===== src/rtl/irq_mask_pkg.sv =====
package irq_mask_pkg;
  // Strobes from the access decoder to the register datapath
  typedef struct packed {
    logic loadMask;  // replace the enable mask this edge
    logic selMask;   // drive the mask onto the read bus
  } ctrlStrobe_t;
endpackage


===== src/rtl/irq_mask_ctrl_dec.sv =====
module irq_mask_ctrl_dec
  import irq_mask_pkg::*;
(
  input  logic        regWord,
  input  logic        regWr,
  output ctrlStrobe_t strobe
);
  // Word 1 holds the mask; word 0 is read-only (vector), so writes there are dropped.
  always_comb begin
    strobe.loadMask = regWr & regWord;
    strobe.selMask  = regWord;
  end
endmodule


===== src/rtl/irq_mask_dp.sv =====
module irq_mask_dp
  import irq_mask_pkg::*;
#(
  parameter int          NUM_LINES = 16,
  parameter int          DATA_W    = 16,
  parameter int          VEC_SHIFT = 2,
  parameter logic [15:0] MASK_RST  = 16'h0010
) (
  input  logic                 clk,
  input  logic                 rstN,
  input  logic [NUM_LINES-1:0] irqLines,
  input  logic [DATA_W-1:0]    regWrData,
  input  ctrlStrobe_t          strobe,
  output logic [DATA_W-1:0]    regRdData,
  output logic                 irqOut
);
  localparam logic [NUM_LINES-1:0] MASK_INIT = NUM_LINES'(MASK_RST);

  logic [NUM_LINES-1:0] srcQ;
  logic [NUM_LINES-1:0] maskQ;
  logic [NUM_LINES-1:0] maskNext;
  logic [NUM_LINES-1:0] pending;
  logic                 irqQ;
  logic [DATA_W-1:0]    vecWord;

  assign maskNext = strobe.loadMask ? regWrData[NUM_LINES-1:0] : maskQ;

  always_ff @(posedge clk or negedge rstN) begin
    if (!rstN) begin
      srcQ  <= '0;
      maskQ <= MASK_INIT;
      irqQ  <= 1'b0;
    end else begin
      srcQ  <= irqLines;
      maskQ <= maskNext;
      irqQ  <= |(irqLines & maskNext);
    end
  end

  assign pending = srcQ & maskQ;

  // Lowest-numbered pending line wins: scan downward so the last hit is the lowest.
  always_comb begin
    vecWord = '0;
    for (int i = NUM_LINES - 1; i >= 0; i--) begin
      if (pending[i]) vecWord = DATA_W'(i + 1) << VEC_SHIFT;
    end
  end

  assign regRdData = strobe.selMask ? DATA_W'(maskQ) : vecWord;
  assign irqOut    = irqQ;
endmodule


===== src/rtl/irq_mask_ctrl.sv =====
module irq_mask_ctrl
  import irq_mask_pkg::*;
#(
  parameter int          NUM_LINES = 16,
  parameter int          DATA_W    = 16,
  parameter int          VEC_SHIFT = 2,
  parameter logic [15:0] MASK_RST  = 16'h0010
) (
  input  logic                 clk,
  input  logic                 rstN,
  input  logic [NUM_LINES-1:0] irqLines,
  input  logic                 regWord,
  input  logic                 regWr,
  input  logic [DATA_W-1:0]    regWrData,
  output logic [DATA_W-1:0]    regRdData,
  output logic                 irqOut
);
  ctrlStrobe_t strobe;

  irq_mask_ctrl_dec u_dec (
    .regWord (regWord),
    .regWr   (regWr),
    .strobe  (strobe)
  );

  irq_mask_dp #(
    .NUM_LINES (NUM_LINES),
    .DATA_W    (DATA_W),
    .VEC_SHIFT (VEC_SHIFT),
    .MASK_RST  (MASK_RST)
  ) u_dp (
    .clk       (clk),
    .rstN      (rstN),
    .irqLines  (irqLines),
    .regWrData (regWrData),
    .strobe    (strobe),
    .regRdData (regRdData),
    .irqOut    (irqOut)
  );
endmodule


===== config.mk =====
export PLATFORM = sky130hd
export DESIGN_NAME = irq_mask_ctrl
export DESIGN_NICKNAME = d
export VERILOG_FILES = /design/src/rtl/irq_mask_pkg.sv /design/src/rtl/irq_mask_ctrl_dec.sv /design/src/rtl/irq_mask_dp.sv /design/src/rtl/irq_mask_ctrl.sv
export SDC_FILE = /design/constraint.sdc
export NUM_CORES = 1
export LEC_CHECK = 0
export BUFFER_PORTS_ARGS = -buffer_cell sky130_fd_sc_hd__buf_2
export CORE_MARGIN = 10
export CORE_UTILIZATION = 40
export DETAILED_ROUTE_END_ITERATION = 10
export PLACE_DENSITY = 0.66
export SETUP_SLACK_MARGIN = 0.5
export SLEW_MARGIN = 20
export SYNTH_ARGS = -nofsm -noshare
export SYNTH_HDL_FRONTEND = slang
export SYNTH_HIERARCHICAL = 1
export SYNTH_SLANG_ARGS = --single-unit
export TNS_END_PERCENT = 10

===== constraint.sdc =====
create_clock -name clk -period 2.89 [get_ports clk]
set_clock_uncertainty 0.2 [all_clocks]
set_input_delay 0.289 -clock clk [delete_from_list [all_inputs] [get_ports clk]]
set_output_delay 0.289 -clock clk [all_outputs]
set_load 0.01 [all_outputs]

==> flow_metrics.tcl <==
set metrics [dict create \
    outcome "complete, no violations" \
    yosys_warnings 6 \
    whs_ns 0.0426 \
    cts-root-buf "clkbuf_8" \
    criticalPathCategory "register to output pin" \
    chipWidth_um 81.1 \
    synth_seq_cells 33 \
    firstDrtPassIters 4 \
    clock_sinks 33 \
    max_cap_viol_count 0 \
    synthTopCellsByCount "dfrtp_1, nand2_1, mux2_2" \
    cp-start-kind "register" \
    fmax_ghz 0.439 \
    overflow 0 \
    numCtsBuffers 5 \
    post-route-min-period_ns 2.28 \
    post-cts-setup-buffers 0 \
    p_per_area_nw_per_um2 609 \
    hold_class "input port to register" \
    die_h_um 81.1 \
    gp_congestion 0.900 \
    tightest_slew_ns 0.709 \
    synth.most_common_cell "dfrtp_1" \
    synth-edff-count 0 \
    clkLatencyLatePin_ns 0.29 \
    setup_tns_ns 0 \
    relSlewSlack_pct 52.7 \
    start_util_pct 41.2 \
    crit_path_top_delay_cell "dfrtp_1" \
    synth.area.top_cells "dfrtp_1, mux2_2, and2_1, a22o_1, nand2_1" \
    hold_viol 0 \
    clkTransAtPathRegs_ns 0.07 \
    synth_cell_types 30 \
    hpwl_um 3190 \
    syn_inst 122 \
    dieArea_um2 6580 \
    layout-drive-gt1-share_pct 41.3 \
    ir_drop_v 0.000364 \
    leakage_nw 0.975 \
    cts_tree "done" \
    async_flop_share_pct 100 \
    cp_cell_sequence "a22oi_1 > a222oi_1 > o211a_1 > o221ai_1 > buf_2" \
    ant_nets 0 \
    syn_avg_cell_area_um2 12.3 \
    synth-seq-area-share_pct 55.3 \
    antenna_found_initial 0 \
    nets 231 \
    detail_route.wl_per_cell_um 17.2 \
    synth_top_area_cell "dfrtp_1" \
    setup_viol 0 \
    final_core_util_pct 57.4 \
    io_buffers 52 \
    grt_pass1_wl_um 6630 \
    core_area_um2 3630 \
    diodes 0 \
    grt_max_degree 34 \
    required_ns 2.40 \
    rsz0062_at_grt "yes" \
    critPathCaptureType "output pin" \
    h-tree-depth 2 \
    wirelength_um 4200 \
    dominantRegCellSynth "dfrtp_1" \
    path_max_fanout 4 \
    io_pins 53 \
    num_rows 22 \
    yosysTopAreaCellShare_pct 53.6 \
    via_count 1257 \
    drc 0 \
    dr.first_iter.drc_count 113 \
    setup_slack_ns 0.612 \
    grt_pass1_vias 1369 \
    clock_path_buffers 2 \
    synth_fp_nets 158 \
    cp_data_arrival_time_ns 1.79 \
    synth_area_um2 1500 \
    drv_slew 0 \
    area_growth_pct 39.5 \
    critPathMaxStageDelay_ns 0.41 \
    finalCritPeriodShare_pct 78.8 \
    dp_slack_ns 0.541 \
    grt_util_all_layers_pct 13.1 \
    avgViaCountPerCell 5.15 \
]
==> state kept, by name (all words and copies together), names as in the netlist <==
signal,count
u_dp/maskQ,16
u_dp/srcQ,16
u_dp/irqOut,1
==> metal layers <==
metal / up-vias / track usage (%) / share of wire [%]
met5: - / 0 / 0
met4: 0 / 4.67 / 1.5
met3: 7 / 5.08 / 5.9
met2: 42 / 21.9 / 52
met1: 609 / 15.0 / 41
li1: 599 / - / -
==> critical path, delay by kind of cell (launching register included) <==
family          cells  cell delay, ns
flops               1            0.41
compound gates      4            0.92
buf+inv             1            0.18
==> per-stage QoR <==
step / area, µm² / total power [mW] / instances
floorplan: 1500 / 0.703 / 122
global placement: 1790 / 0.799 / 219
detailed placement: 1790 / 0.809 / 219
CTS: 2080 / 1.28 / 244
global route: 2090 / 1.33 / 244
finish: 2090 / 1.27 / 244
==> repair_timing <==
item / 4_1_cts / 5_1_grt
hold buffers: 17 / 0
gates resized for setup: 0 / 1
endpoints found under the hold margin: 48 / 0
endpoints found under the setup margin: 0 / 2
==> area by class of cell <==
cell class	count	area, µm²
flip-flops and latches	33	827
multi-input cells	84	637
inverters	1	3.75
clock inverters	2	37.5
well taps	48	60.1
clock buffers	6	82.6
fillers	334	1550
repair buffers	70	438
==> cell usage in the layout (no fill, tap or decap), drive strengths merged, types with 2 or more instances in the layout <==
cell	netlist	final
buf	3	53
a221oi	5	5
and3	2	2
clkbuf	1	6
a22oi	4	4
nand2	15	15
nand3	4	4
dfrtp	32	32
mux2	16	16
o21ai	2	2
a32o	2	2
nor2	2	2
dlygate4sd3	0	17
a22o	7	7
and2	12	12
a21oi	3	3
==> cells by family after synthesis <==
| group | synth area share [%] |
|---|---|
| AOI/OAI and AO/OA | 17.3 |
| muxes | 12.6 |
| DFF | 55.3 |
| buffers and inverters | 2.51 |
| and+or+nand+nor | 12.3 |
==> path summary, 6_finish.rpt <==
| check | start | endpoint | slack (ns) | cells past startpoint |
|---|---|---|---|---|
| max in group asynchronous | rstN | u_dp/srcQ[7] | 1.65 | 2 |
| hold / removal | regWrData[3] | u_dp/maskQ[3] | 0.04 | 2 |
| setup reg to reg | u_dp/maskQ[10] | u_dp/irqOut | 1.24 | 4 |
| min in group asynchronous | rstN | u_dp/maskQ[15] | 0.39 | 2 |
| hold reg to reg | u_dp/maskQ[15] | u_dp/maskQ[15] | 0.37 | 1 |
| setup / recovery | u_dp/maskQ[12] | regRdData[3] | 0.61 | 5 |
==> power breakdown <==
part	switching (mW)	leakage, nW	internal, mW
Clock	0.171	0.0574	0.280
Sequential	0.0471	0.382	0.509
Combinational	0.125	0.536	0.139
No activity file was read; power rests on OpenSTA's default activity.
